`src/rtl/audtx_pkg.sv`:
```
package audtx_pkg;

    typedef enum logic [1:0] {
        STD_PHILIPS = 2'b00,
        STD_MSBJ    = 2'b01,
        STD_LSBJ    = 2'b10,
        STD_PCM     = 2'b11
    } std_e;

    typedef enum logic [1:0] {
        MODE_STX = 2'b00,
        MODE_SRX = 2'b01,
        MODE_MTX = 2'b10,
        MODE_MRX = 2'b11
    } mode_e;

    typedef struct packed {
        std_e       std;
        logic       pcm_long;
        logic       cpol;
        logic [1:0] dlen;
        logic       chlen;
        mode_e      mode;
    } cfg_t;

    localparam cfg_t CFG_RESET = '{
        std:      STD_PHILIPS,
        pcm_long: 1'b0,
        cpol:     1'b0,
        dlen:     2'b00,
        chlen:    1'b0,
        mode:     MODE_MTX
    };

    // Sample length in bits for a length code, given the widest sample.
    function automatic int unsigned data_bits(input logic [1:0] code, input int unsigned w);
        int unsigned r;
        case (code)
            2'b01:   r = (w * 3) / 4;
            2'b10:   r = w;
            default: r = w / 2;
        endcase
        return r;
    endfunction

    // Slot length: short slot only when the sample fits in it.
    function automatic int unsigned slot_bits(input logic chlen, input logic [1:0] dlen,
                                              input int unsigned w);
        int unsigned r;
        if (chlen || (data_bits(dlen, w) > w / 2)) r = w;
        else r = w / 2;
        return r;
    endfunction

endpackage

```
`src/rtl/audtx_cfg.sv`:
```
module audtx_cfg
    import audtx_pkg::*;
(
    input  logic       clk,
    input  logic       rst,
    input  logic       enable,
    input  logic [1:0] std_i,
    input  logic       pcm_long_i,
    input  logic [1:0] mode_i,
    input  logic       cpol_i,
    input  logic [1:0] dlen_i,
    input  logic       chlen_i,
    output cfg_t       cfg_q,
    output logic       run,
    output logic       unsupported
);

    always_ff @(posedge clk) begin
        if (rst) begin
            cfg_q <= CFG_RESET;
        end else if (!enable) begin
            cfg_q.std      <= std_e'(std_i);
            cfg_q.pcm_long <= pcm_long_i;
            cfg_q.mode     <= mode_e'(mode_i);
            cfg_q.cpol     <= cpol_i;
            cfg_q.dlen     <= dlen_i;
            cfg_q.chlen    <= chlen_i;
        end
    end

    always_comb begin
        unsupported = (cfg_q.mode != MODE_MTX);
        run         = enable && !unsupported;
    end

    // captured configuration does not move while running
    p_cfg_hold_r7: assert property (@(posedge clk) disable iff (rst)
        (run && $past(run)) |-> $stable(cfg_q));

endmodule

```
`src/rtl/audtx_seq.sv`:
```
module audtx_seq #(
    parameter int unsigned CW = 6
) (
    input  logic          clk,
    input  logic          rst,
    input  logic          run,
    input  logic          tick,
    input  logic          pcm,
    input  logic [CW-1:0] ch,
    output logic          ph_q,
    output logic          adv,
    output logic          frame_start,
    output logic [CW-1:0] bit_n,
    output logic          slot_n
);

    localparam logic [CW-1:0] ONE = CW'(1);

    logic [CW-1:0] bit_q;
    logic          slot_q;
    logic          wrap;

    always_comb begin
        adv         = run && tick && ph_q;
        wrap        = (bit_q == ch - ONE);
        bit_n       = wrap ? '0 : bit_q + ONE;
        slot_n      = wrap ? (pcm ? 1'b0 : ~slot_q) : slot_q;
        frame_start = adv && wrap && !slot_n;
    end

    always_ff @(posedge clk) begin
        if (rst || !run) begin
            ph_q   <= 1'b0;
            bit_q  <= ch - ONE;
            slot_q <= !pcm;
        end else if (tick) begin
            ph_q <= !ph_q;
            if (ph_q) begin
                bit_q  <= bit_n;
                slot_q <= slot_n;
            end
        end
    end

    // bit position stays inside the slot length
    p_bit_range_r5: assert property (@(posedge clk) disable iff (rst)
        run |-> (bit_q < ch));

    // PCM frames never move to a right slot
    p_pcm_single_slot_r4: assert property (@(posedge clk) disable iff (rst)
        (run && pcm && $past(run)) |-> !slot_q);

endmodule

```
`src/rtl/audtx_ser.sv`:
```
module audtx_ser
    import audtx_pkg::*;
#(
    parameter int unsigned SAMPLE_W  = 32,
    parameter int unsigned CW        = 6,
    parameter int unsigned LONG_SYNC = 13
) (
    input  logic                clk,
    input  logic                rst,
    input  logic                run,
    input  logic                adv,
    input  logic                frame_start,
    input  logic [CW-1:0]       bit_n,
    input  logic                slot_n,
    input  cfg_t                cfg,
    input  logic [CW-1:0]       dl,
    input  logic [CW-1:0]       ch,
    input  logic                s_valid,
    input  logic [SAMPLE_W-1:0] s_left,
    input  logic [SAMPLE_W-1:0] s_right,
    output logic                sd_q,
    output logic                ws_q,
    output logic                underrun
);

    localparam int unsigned   IW    = $clog2(SAMPLE_W);
    localparam logic [CW-1:0] ONE   = CW'(1);
    localparam logic [CW-1:0] LSYNC = CW'(LONG_SYNC);

    logic [SAMPLE_W-1:0] left_q, right_q, word_n;
    logic [CW-1:0]       last;
    logic                pcm, sd_n, ws_n, ws_idle;

    function automatic logic ws_level(input std_e std, input logic long_sync,
                                      input logic [CW-1:0] b, input logic s,
                                      input logic [CW-1:0] lst);
        logic r;
        case (std)
            STD_PHILIPS: r = (b == lst) ? ~s : s;
            STD_PCM:     r = long_sync ? (b < LSYNC) : (b == lst);
            default:     r = s;
        endcase
        return r;
    endfunction

    function automatic logic pick_bit(input logic [SAMPLE_W-1:0] w, input std_e std,
                                      input logic [CW-1:0] b, input logic [CW-1:0] dlen,
                                      input logic [CW-1:0] clen);
        logic [CW-1:0] idx;
        logic          hit;
        if (std == STD_LSBJ) begin
            hit = (b >= clen - dlen);
            idx = clen - ONE - b;
        end else begin
            hit = (b < dlen);
            idx = dlen - ONE - b;
        end
        return hit ? w[idx[IW-1:0]] : 1'b0;
    endfunction

    always_comb begin
        pcm     = (cfg.std == STD_PCM);
        last    = ch - ONE;
        if (frame_start) word_n = s_valid ? s_left : '0;
        else             word_n = slot_n ? right_q : left_q;
        sd_n    = pick_bit(word_n, cfg.std, bit_n, dl, ch);
        ws_n    = ws_level(cfg.std, cfg.pcm_long, bit_n, slot_n, last);
        ws_idle = ws_level(cfg.std, cfg.pcm_long, last, !pcm, last);
    end

    always_ff @(posedge clk) begin
        if (rst) begin
            sd_q     <= 1'b0;
            ws_q     <= 1'b0;
            left_q   <= '0;
            right_q  <= '0;
            underrun <= 1'b0;
        end else if (!run) begin
            sd_q     <= 1'b0;
            ws_q     <= ws_idle;
            underrun <= 1'b0;
        end else if (adv) begin
            sd_q <= sd_n;
            ws_q <= ws_n;
            if (frame_start) begin
                left_q   <= s_valid ? s_left  : '0;
                right_q  <= s_valid ? s_right : '0;
                underrun <= underrun | !s_valid;
            end
        end
    end

    // a sample request lasts one cycle
    p_ready_pulse_r10: assert property (@(posedge clk) disable iff (rst)
        frame_start |=> !frame_start);

    // underrun holds until the block stops
    p_underrun_sticky_r11: assert property (@(posedge clk) disable iff (rst)
        (run && $past(run) && $past(underrun)) |-> underrun);

    // short PCM sync lasts a single bit
    p_pcm_short_pulse_r4: assert property (@(posedge clk) disable iff (rst)
        (run && pcm && !cfg.pcm_long && ws_q && adv) |=> !ws_q);

endmodule

```
`src/rtl/aud_serial_tx.sv`:
```
module aud_serial_tx
    import audtx_pkg::*;
#(
    parameter int unsigned SAMPLE_W  = 32,
    parameter int unsigned LONG_SYNC = 13
) (
    input  logic                clk,
    input  logic                rst,
    input  logic                bclk_tick,
    input  logic                enable,
    input  logic [1:0]          cfg_std,
    input  logic                cfg_pcm_long,
    input  logic [1:0]          cfg_mode,
    input  logic                cfg_cpol,
    input  logic [1:0]          cfg_dlen,
    input  logic                cfg_chlen,
    input  logic                s_valid,
    output logic                s_ready,
    input  logic [SAMPLE_W-1:0] s_left,
    input  logic [SAMPLE_W-1:0] s_right,
    output logic                sck,
    output logic                ws,
    output logic                sd,
    output logic                underrun,
    output logic                unsupported
);

    localparam int unsigned CW = $clog2(SAMPLE_W) + 1;

    cfg_t          cfg_q;
    logic          run, pcm;
    logic [CW-1:0] dl, ch, bit_n;
    logic          ph_q, adv, frame_start, slot_n, sd_q, ws_q;

    audtx_cfg u_cfg (
        .clk         (clk),
        .rst         (rst),
        .enable      (enable),
        .std_i       (cfg_std),
        .pcm_long_i  (cfg_pcm_long),
        .mode_i      (cfg_mode),
        .cpol_i      (cfg_cpol),
        .dlen_i      (cfg_dlen),
        .chlen_i     (cfg_chlen),
        .cfg_q       (cfg_q),
        .run         (run),
        .unsupported (unsupported)
    );

    always_comb begin
        dl  = CW'(data_bits(cfg_q.dlen, SAMPLE_W));
        ch  = CW'(slot_bits(cfg_q.chlen, cfg_q.dlen, SAMPLE_W));
        pcm = (cfg_q.std == STD_PCM);
    end

    audtx_seq #(.CW(CW)) u_seq (
        .clk         (clk),
        .rst         (rst),
        .run         (run),
        .tick        (bclk_tick),
        .pcm         (pcm),
        .ch          (ch),
        .ph_q        (ph_q),
        .adv         (adv),
        .frame_start (frame_start),
        .bit_n       (bit_n),
        .slot_n      (slot_n)
    );

    audtx_ser #(.SAMPLE_W(SAMPLE_W), .CW(CW), .LONG_SYNC(LONG_SYNC)) u_ser (
        .clk         (clk),
        .rst         (rst),
        .run         (run),
        .adv         (adv),
        .frame_start (frame_start),
        .bit_n       (bit_n),
        .slot_n      (slot_n),
        .cfg         (cfg_q),
        .dl          (dl),
        .ch          (ch),
        .s_valid     (s_valid),
        .s_left      (s_left),
        .s_right     (s_right),
        .sd_q        (sd_q),
        .ws_q        (ws_q),
        .underrun    (underrun)
    );

    always_comb begin
        s_ready = frame_start;
        sck     = cfg_q.cpol ^ (run & ph_q);
        sd      = sd_q & run;
        ws      = ws_q;
    end

    // data only moves while the bit clock is at rest
    p_data_on_idle_r6: assert property (@(posedge clk) disable iff (rst)
        (run && $past(run) && !$stable(sd)) |-> (sck == cfg_q.cpol));

    // unsupported mode keeps the link quiet
    p_unsup_quiet_r8: assert property (@(posedge clk) disable iff (rst)
        unsupported |-> (!s_ready && !sd && sck == cfg_q.cpol));

endmodule

```
`config.mk`:
```
export PLATFORM = sky130hd
export DESIGN_NAME = aud_serial_tx
export DESIGN_NICKNAME = d
export VERILOG_FILES = /design/src/rtl/audtx_pkg.sv /design/src/rtl/audtx_cfg.sv /design/src/rtl/audtx_seq.sv /design/src/rtl/audtx_ser.sv /design/src/rtl/aud_serial_tx.sv
export SDC_FILE = /design/constraint.sdc
export NUM_CORES = 1
export LEC_CHECK = 0
export BUFFER_PORTS_ARGS = -buffer_cell sky130_fd_sc_hd__buf_2
export CORE_UTILIZATION = 50
export DETAILED_ROUTE_END_ITERATION = 6
export PLACE_DENSITY = 0.79
export SETUP_SLACK_MARGIN = 0.4
export SLEW_MARGIN = 20
export SYNTH_ARGS = -nofsm -noshare
export SYNTH_HDL_FRONTEND = slang
export SYNTH_HIERARCHICAL = 1
export SYNTH_SLANG_ARGS = --single-unit
```
`constraint.sdc`:
```
create_clock -name clk -period 6.9 [get_ports clk]
set_input_delay 0.69 -clock clk [delete_from_list [all_inputs] [get_ports clk]]
set_output_delay 0.69 -clock clk [all_outputs]
set_load 0.01 [all_outputs]
```
After elaboration in Yosys (flattened, before gate mapping)
Cells that the tools add are included.
{ "totals": {"output_inout_bits": 6, "word_cells": 88, "ff_bits": 84} }
{ "op_classes": {"bitwise": 7, "n_addsub": 6, "eq_ne": 8, "muxes": 27, "n_lt_le_gt_ge": 6, "n_reduce_logical": 20} }
{ "op_table": {"columns": ["cell", "count"], "rows": [
  ["$mux 32", 4],
  ["$mux 6", 5],
  ["$mux 1", 13],
  ["$eq 6x6->1", 2],
  ["$lt 6x4->1 const B", 2],
  ["$pmux 6 s2", 1],
  ["$sub 5x5->5", 2],
  ["$add 6x1->6 const B", 1],
  ["$eq 2x2->1 const B", 3],
  ["$ge 6x6->1", 1],
  ["$gt 6x5->1 const B", 1],
  ["$logic_not 1->1", 6],
  ["$lt 5x6->1 const B", 1],
  ["$lt 6x6->1", 1],
  ["$sub 6x1->6 const B", 1],
  ["$sub 6x6->6", 1],
  ["$bmux 1 s5", 1],
  ["$logic_and 1x1->1", 5],
  ["$mux 5", 1],
  ["$sub 5x1->5 const B", 1],
  ["$pmux 1 s2", 2],
  ["$reduce_and 2->1", 2],
  ["$reduce_bool 2->1", 2],
  ["$not 1->1", 3],
  ["10 further kinds", 12]
]} }

Longest topological paths before layout
Gate-level depths: netlist of the first run.
{ "logic_depth": {"depth_word": 14, "depth_mapped": 22, "ltp_nobuf": 20} }

By module
The synthesis of the first run kept the hierarchy.
{ "by_module_without_submodules": {"columns": ["mod", "seq_area_each_um2", "area_each_um2", "instances", "cells_per_inst"], "rows": [
  ["audtx_ser", 1341.3, 4365.4, 1, 538],
  ["audtx_seq", 230.2, 703.2, 1, 72],
  ["audtx_cfg", 180.2, 332.8, 1, 33],
  ["aud_serial_tx", 0.0, 91.3, 1, 13]
]} }

Worst setup path after synthesis of the first run
OpenSTA, ideal clock, no wires.
{ "synth_path": {"path_type": "register to register", "start": "reg, netlist name u_cfg/cfg_q[3]", "end": "reg u_ser.sd_q", "t_arrival_ns": 3.951, "path_stages_with_launch": 22, "slack_ns": 2.830, "setup_ns": 0.120, "cell_sequence": "dfxtp_1 -> inv_1 -> ha_1 -> nor2b_2 -> inv_1 -> inv_1 -> xnor3_1 -> nor2_4 -> buf_6 -> nor2_1 -> inv_1 -> ha_1 -> or2_1 -> buf_6 -> nand2_2 -> buf_2 -> mux4_2 -> nand2_1 -> o21ai_0 -> o2111ai_1 -> a41oi_1 -> o31a_1"} }
{ "synth_lines": {"columns": ["element", "line_no", "rtl"], "rows": [
  ["$eq 2x2->1 or $eq 2x1->1 (tied branches)", "audtx_pkg.sv:38", "case (code)"],
  ["$pmux 6 s2 *", "audtx_pkg.sv:38", null],
  ["$gt 6x5->1 *", "audtx_pkg.sv:50", "if (chlen || (data_bits(dlen, w) > w / 2)) r = w;"],
  ["$logic_or 1x1->1 *", "audtx_pkg.sv:50", null],
  ["$mux 6 *", "audtx_pkg.sv:50", null],
  ["net ch[4]", "aud_serial_tx.sv:32", "logic [CW-1:0] dl, ch, bit_n;"],
  ["$sub 6x1->6 *", "audtx_seq.sv:25", "wrap = (bit_q == ch - ONE);"],
  ["$eq 6x6->1 *", "audtx_seq.sv:25", null],
  ["$mux 6 *", "audtx_seq.sv:26", "bit_n = wrap ? '0 : bit_q + ONE;"],
  ["net bit_n[0]", "aud_serial_tx.sv:32", null],
  ["$sub 5x5->5 (on tied branches)", "audtx_ser.sv:56, audtx_ser.sv:53", null],
  ["$mux 5", "audtx_ser.sv:51", "if (std == STD_LSBJ) begin"],
  ["$bmux 1 s5", "audtx_ser.sv:58", "return hit ? w[idx[IW-1:0]] : 1'b0;"],
  ["$mux 1 (implied by the code)", "audtx_ser.sv:58", null],
  ["$mux 1 *", "audtx_ser.sv:58", null],
  ["end signal: assignment", "audtx_ser.sv:83", "sd_q <= sd_n;"],
  ["end: declaration", "audtx_ser.sv:21", "output logic sd_q,"]
]} }
The timed path passes the listed nets; every way through them passes the cells marked *. The select of a mux whose other input is x is not followed.
A chain may end at the register's enable or synchronous reset.

Worst setup path after layout of the first run
{ "layout_path": {"start": "reg, netlist name u_cfg/cfg_q[3]", "end": "reg u_ser.sd_q"} }
{ "layout_lines": {"columns": ["element", "line_no"], "rows": [
  ["$eq 2x2->1 or $eq 2x1->1 (tied branches)", "audtx_pkg.sv:38"],
  ["$pmux 6 s2 *", "audtx_pkg.sv:38"],
  ["$gt 6x5->1 *", "audtx_pkg.sv:50"],
  ["$logic_or 1x1->1 *", "audtx_pkg.sv:50"],
  ["$mux 6 *", "audtx_pkg.sv:50"],
  ["net ch[4]", "aud_serial_tx.sv:32"],
  ["$sub 6x1->6 *", "audtx_seq.sv:25"],
  ["$eq 6x6->1 *", "audtx_seq.sv:25"],
  ["$mux 6 *", "audtx_seq.sv:26"],
  ["net bit_n[0]", "aud_serial_tx.sv:32"],
  ["$sub 5x5->5 (on tied branches)", "audtx_ser.sv:56, audtx_ser.sv:53"],
  ["$mux 5", "audtx_ser.sv:51"],
  ["$bmux 1 s5", "audtx_ser.sv:58"],
  ["$mux 1 (implied by the code)", "audtx_ser.sv:58"],
  ["$mux 1 *", "audtx_ser.sv:58"]
]} }
Marked as above.

==> qor.csv, run 1 <==
metric,value,unit
outcome,"complete, no violations",
layout-drive-gt1-share,0.184,
clkSlewWorstSetupHoldPaths,0.09,ns
initial_utilization,0.523,
ctsLongestPathBuffers,2,
netlist_area,5490,sq um
asyncSetResetFlopFracSynth,0,
finalWorstSetupSlack,1.86,ns
final_max_slew_viol_count,0,
worstSkewPairLatency,0.36,ns
clock_sink_count,84,
timing.final.hold_violations,0,
power.internal,857,uW
timing.clock.skew,0.00914,ns
worstMarginPinSlew,0.787,ns
place_ws,1.93,ns
std_cell_rows,37,
cts_hold_buf,0,
cts_root_buffer,clkbuf_8,
ios,84,
via_per_inst,5.66,
tns,0,ns
synth.lib_cells_used.distinct,60,
synth_enable_flop_cells,7,
power_frac_seq,0.384,
timing.final.setup_violations,0,
cts-resized-gates,0,
switching_power,483,uW
p_leak,0.00250,uW
layout_common_cells,"nand2_1 (93), a21oi_1 (84), buf_2 (83), dfxtp_1 (77), nand3_1 (72)",
number_of_remaining_drc_errors,0,
wirelength,13900,um
type_of_destination_of_the_critical_path,flip-flop,
timing.hold.worst.class,reg2reg,
dominantRegCellSynth,dfxtp_1,
path_class,reg2reg,
first_pass_grt_wire_length,23100,um
cp_max_fo,21,
post_synth_inst_count,656,
wire_per_inst,15.7,um
gp_congestion,0.919,
synth-warning-count,6,
period_needed,5.04,ns
synth_sequential_area_ratio,0.319,
antenna_found_initial,0,
final_common_cell,nand2_1,
cts_buffers,9,
cts_tree,done,
dieHeight,107,um
relSlewSlack,0.475,
switching_share,0.361,
fin_crit_share,0.730,
grt_start_max_net_pins,78,
yosys_register_bits,84,
grtUsageTotal,0.255,
antennaDiodeCount,0,
clock_tree.htree_level_count,3,
num-fill-cells,926,
number_of_global_route_vias_before_repair,4911,
die_w,107,um
cp_data_required_time,7.16,ns
power_density_relative_to_cell_area,215,nW/um^2
fmax,0.199,GHz
drtPass1Iterations,6,
port-buffer-count,83,
route.vias.total,5027,
grt.overflow.total,0,
synthToLayoutAreaGrowth,13.6,%
timing.critical_path.from_type,flip-flop,
final_antenna_net_count,0,
finalNetCount,863,
rsz0062_at_grt,false,
die_area,11400,sq um
cp.arrival,5.29,ns
ir_drop,0.118,mV
syn_area_per_cell,8.37,sq um
clock_power_share,0.244,
fp.coreArea,10500,sq um
dp_hpwl,10000,um
timing.max_cap.violations,0,
violation_count_after_the_first_detailed_route_iteration,380,
combPwrFrac,0.372,
post-cts-setup-buffer-count,0,
[state kept, by name, indices dropped and copies added, names as in the netlist]
register	count
u_ser/ws_q	1
u_seq/bit_q	6
u_cfg/cfg_q	9
u_ser/underrun	1
u_ser/left_q	32
u_seq/slot_q	1
u_seq/ph_q	1
u_ser/sd_q	1
u_ser/right_q	32
[through the flow]
stage / total power (uW) / hold slack [ns] / instance area [sq um] / util / cells
6_report: 1340 / 0.455 / 6240 / 0.594 / 888
5_1_grt: 1420 / 0.475 / 6240 / 0.594 / 888
4_1_cts: 1330 / 0.456 / 6230 / 0.593 / 888
3_5_place_dp: 1000 / 0.444 / 6060 / 0.576 / 872
3_3_place_gp: 988 / 0.436 / 6060 / 0.576 / 872
2_1_floorplan: 898 / 0.427 / 5630 / - / 692
[metal layers]
layer  GRT usage  part of all wire
met1       0.323              0.43
met2       0.423              0.48
met3      0.0474             0.056
met4       0.114             0.029
met5           0                 0
[worst max-delay path: stages (launching register included)]
cell	delay, ns
dfxtp_1	0.38
inv_1	0.08
ha_1	0.27
nor2b_2	0.47
inv_1	0.21
inv_1	0.13
xnor3_1	0.49
nor2_4	0.30
nor2_1	0.15
ha_1	0.31
nand2_1	0.18
and2_4	0.41
mux4_2	0.56
a221oi_2	0.28
or4_1	0.17
o31a_1	0.14
a41oi_1	0.12
o31a_1	0.27
[layout make-up]
type / instances / area, sq um / share of cell area
Clock inverter: 5 / 35.0 / 0.00562
Timing Repair Buffer: 88 / 453 / 0.0726
Sequential cell: 84 / 1750 / 0.281
Tap cell: 136 / 170 / 0.0273
Clock buffer: 11 / 141 / 0.0227
Inverter: 35 / 131 / 0.0211
Multi-Input combinational cell: 529 / 3560 / 0.570
[final timing paths]
kind                            to  slack [ns]  cells past startpoint             start
setup / recovery        u_ser/sd_q        1.86                     17    u_cfg/cfg_q[3]
hold / removal    u_ser/left_q[12]        0.45                      2  u_ser/left_q[12]
setup reg to reg        u_ser/sd_q        1.86                     17    u_cfg/cfg_q[3]
hold reg to reg   u_ser/left_q[12]        0.45                      2  u_ser/left_q[12]
[logic make-up after synthesis]
kind of cell | Yosys count | synth area share
buffers and inverters | 79 | 0.0613
adder cells (fa/ha/maj) | 38 | 0.0907
XOR/XNOR | 34 | 0.0592
other | 1 | 0.000683
flip-flops | 84 | 0.319
AND/OR/NAND/NOR | 241 | 0.210
AO/OA/AOI/OAI | 140 | 0.149
multiplexers | 39 | 0.110
[Yosys cell counts, drive strengths merged, types with 6 or more instances]
master	n	area, sq um
nor2	26	105
nand4	6	37.5
mux4	16	360
o21ai	11	55.1
nand2b	7	43.8
mux2	9	101
dfxtp	77	1540
xnor2	18	158
edfxtp	7	210
o22ai	7	43.8
nand2	94	355
xor2	14	123
a21oi	84	420
and3	7	43.8
clkbuf	30	113
nor3	6	41.3
nand3	73	365
a21o	9	67.6
mux2i	14	140
inv	35	131
nor2b	6	40.0
buf	14	92.6
ha	35	438
[power by group through the flow]
stage               registers [uW]  clock network [uW]  logic [uW]
detailed placement             526                   0         478
CTS                            514                 335         483
finish                         514                 327         499
floorplan                      523                   0         375
global route                   516                 358         545
global placement               525                   0         463
(Power assumes the default switching activity.)
==> run 2: changes to the inputs <==
Settings changed: ABC_AREA set to 1, PLACE_DENSITY 0.79 to 0.81.
Clock period 6.9 ns to 4.3 ns, I/O delays scaled along.
==> run 2 against run 1 <==
Synthesized cell count up 38%. Hold slack worse by 0.15 ns. Global-route usage fell by 1.0 points. Critical path depth rose by 6. Non-clock buffer count increased by 5. Synthesized area grew 7.0%. Fmax up 45%. Clock skew down 0.0014 ns. Via count up 19%. Power grew 78%. Largest cell class unchanged.
==> qor.csv, run 2 <==
metric,value,unit
dominantRegCellSynth,dfxtp_1,
yosys.cell_count.top_type,nand2_1,
worst_hold_slack,0.301,ns
synth.area.top_cells,"dfxtp_1 (26%), nand2_1 (15%), nand3_1 (10%)",
synth_sequential_area_ratio,0.298,
power_density_relative_to_cell_area,353,nW/um^2
final_antenna_net_count,0,
path_class,reg2reg,
clock_tree.htree_level_count,3,
fin_area,6750,sq um
antenna_found_initial,0,
type_of_destination_of_the_critical_path,flip-flop,
timing.clock.skew,0.00779,ns
cp.depth,23,
final_max_slew_viol_count,0,
worstSkewPairLatency,0.34,ns
r2r.worst_path.cells,23,
drtPass1Iterations,6,
timing.hold.worst.class,in2reg,
p_leak,0.00321,uW
critical-path-top-cell-by-count,nand3_1,
ios,84,
finalPower,2380,uW
gp_congestion,0.897,
fmax,0.289,GHz
met2_length,6960,um
finalNonFillerCells,1145,
die_w,110,um
synth_top_area_share,0.262,
port-buffer-count,83,
dp_hpwl,10700,um
number_of_remaining_drc_errors,0,
synth-warning-count,6,
ff_latch_area,1750,sq um
grtUsageTotal,0.245,
worst_stage_delay_on_the_critical_path,0.35,ns
final_common_cell,nand2_1,
top_routing_layer_in_use,met4,
die_area,12200,sq um
layout_common_cells,"nand2_1 (240), nand3_1 (122), inv_1 (104), a21oi_1 (88), buf_2 (83)",
clock_sink_count,84,
met1_length,6870,um
wire_per_inst,12.9,um
num-fill-cells,1146,
wirelength,14800,um
cp_buf_inv_count,6,
multi_input_comb_area,3580,sq um
yosys_register_bits,84,
dpl-instance-area,6420,sq um
hold_path_depth,3,
synthDominantAreaCellType,dfxtp_1,
dpl.cell_count,1129,
asyncSetResetFlopFracSynth,0,
cts_buffers,9,
first_pass_grt_wire_length,24700,um
cpMaxStageDelayCell,dfxtp_1,
rsz0062_at_grt,false,
layout-drive-gt1-share,0.133,
critical_path.cell_chain,inv_1 -> ha_1 -> inv_1 -> nor2_4 -> inv_1 -> nand3b_1 -> nand3_1 -> nand2_2 -> nand2_4 -> nand2_1 -> inv_1 -> inv_1 -> ha_1 -> o21ai_2 -> buf_4 -> nor2_1 -> o21ai_0 -> nand3_1 -> nand3_1 -> nand3_1 -> nand3_1 -> nand3_1 -> a21oi_1,
worstMarginPinSlew,0.992,ns
timing.max_cap.violations,0,
cp_data_required_time,4.58,ns
finalNetCount,1113,
number_of_global_route_vias_before_repair,5415,
cell_type_group_with_the_largest_total_delay_on_the_critical_path,simple AND/OR/NAND/NOR gates,
synthToLayoutAreaGrowth,14.8,%
timing.critical_path.from_type,flip-flop,
cts_root_buffer,clkbuf_16,
ctsLongestPathBuffers,2,
cts_hold_buf,0,
netlist_area,5880,sq um
synth.cells.most_frequent,"nand2_1 (240), nand3_1 (122), inv_1 (104), a21oi_1 (88), dfxtp_1 (77)",
synth_enable_flop_cells,7,
timing.final.setup_violations,0,
timing.final.hold_violations,0,
grt_start_max_net_pins,58,
relSlewSlack,0.339,
wl_met3,680,um
tns,0,ns
initial_utilization,0.515,
outcome,"complete, no violations",
violation_count_after_the_first_detailed_route_iteration,411,
cp.arrival,3.74,ns
synth.lib_cells_used.distinct,44,
clkSlewWorstSetupHoldPaths,0.07,ns
grt.overflow.total,0,
layout_top_registers,"u_ser/left_q x32, u_ser/right_q x32, u_cfg/cfg_q x9",
cp_max_fo,23,
fp.coreArea,11400,sq um
syn_area_per_cell,6.49,sq um
cts_tree,done,
std_cell_rows,39,
fin_crit_share,0.806,
via_per_inst,5.22,
antennaDiodeCount,0,
post_synth_inst_count,906,
period_needed,3.47,ns
route.vias.total,5978,
dieHeight,110,um
ir_drop,0.212,mV
==> run 2: changes by cell type after synthesis, sizes merged, moves of 15 or more <==
cell / previous run / this run
clkbuf: 30 / 15
nor2: 26 / 55
o21ai: 11 / 59
buf: 14 / 33
mux4: 16 / 0
inv: 35 / 109
nand2: 94 / 245
nand3: 73 / 122
==> run 2: logic make-up (layout without fill, tap and decap cells) <==
family,Yosys count,count (layout),share of synthesized area
XOR/XNOR,10,10,0.0149
flip-flops,84,84,0.298
AND/OR/NAND/NOR,437,437,0.317
AO/OA/AOI/OAI,176,176,0.167
adder cells (fa/ha/maj),38,38,0.0847
other,1,36,0.000638
buffers and inverters,160,221,0.118
==> run 2: final cells by class <==
cell class                      instances  share of cell area
Clock buffer                           11              0.0376
Tap cell                              143              0.0265
Timing Repair Buffer                   93              0.0727
Multi-Input combinational cell        697               0.531
Clock inverter                          5             0.00964
Sequential cell                        84               0.260
Inverter                              112              0.0632
==> run 2: where the power goes <==
part	internal, uW	total [uW]	switching, uW
clock network	492	835	343
registers	808	823	14.5
logic	272	721	450
total	1570	2380	807
==> run 2: metrics by stage <==
step,utilization,worst slack [ns]
6_report,0.591,0.834
5_1_grt,0.591,0.463
3_5_place_dp,0.563,0.694
2_1_floorplan,-,1.10
4_1_cts,0.591,0.687
3_3_place_gp,0.563,0.853
==> run 2: metal layers <==
metal  vias up  global-route usage
met5         -                   0
met4         0              0.0818
met3        24              0.0335
met2       183               0.402
met1      2664               0.331
li1       3107                   -
==> run 2: worst paths after layout <==
kind	startpoint	end	slack, ns
setup reg to reg	u_cfg/cfg_q[3]	u_ser/sd_q	0.83
setup / recovery	u_cfg/cfg_q[3]	u_ser/sd_q	0.83
hold / removal	cfg_pcm_long	u_cfg/cfg_q[6]	0.30
hold reg to reg	u_ser/right_q[22]	u_ser/right_q[22]	0.47
==> run 2: repair_timing <==
item                                    CTS  global route
buffers inserted                          0             0
endpoints found under the setup margin    0             1
resized for setup                         0             1
==> run 2: tightest hold or removal path, cell delays in order <==
cell and delay [ns]:
buf_2 0.07, nor2_1 0.03, nor2_1 0.08
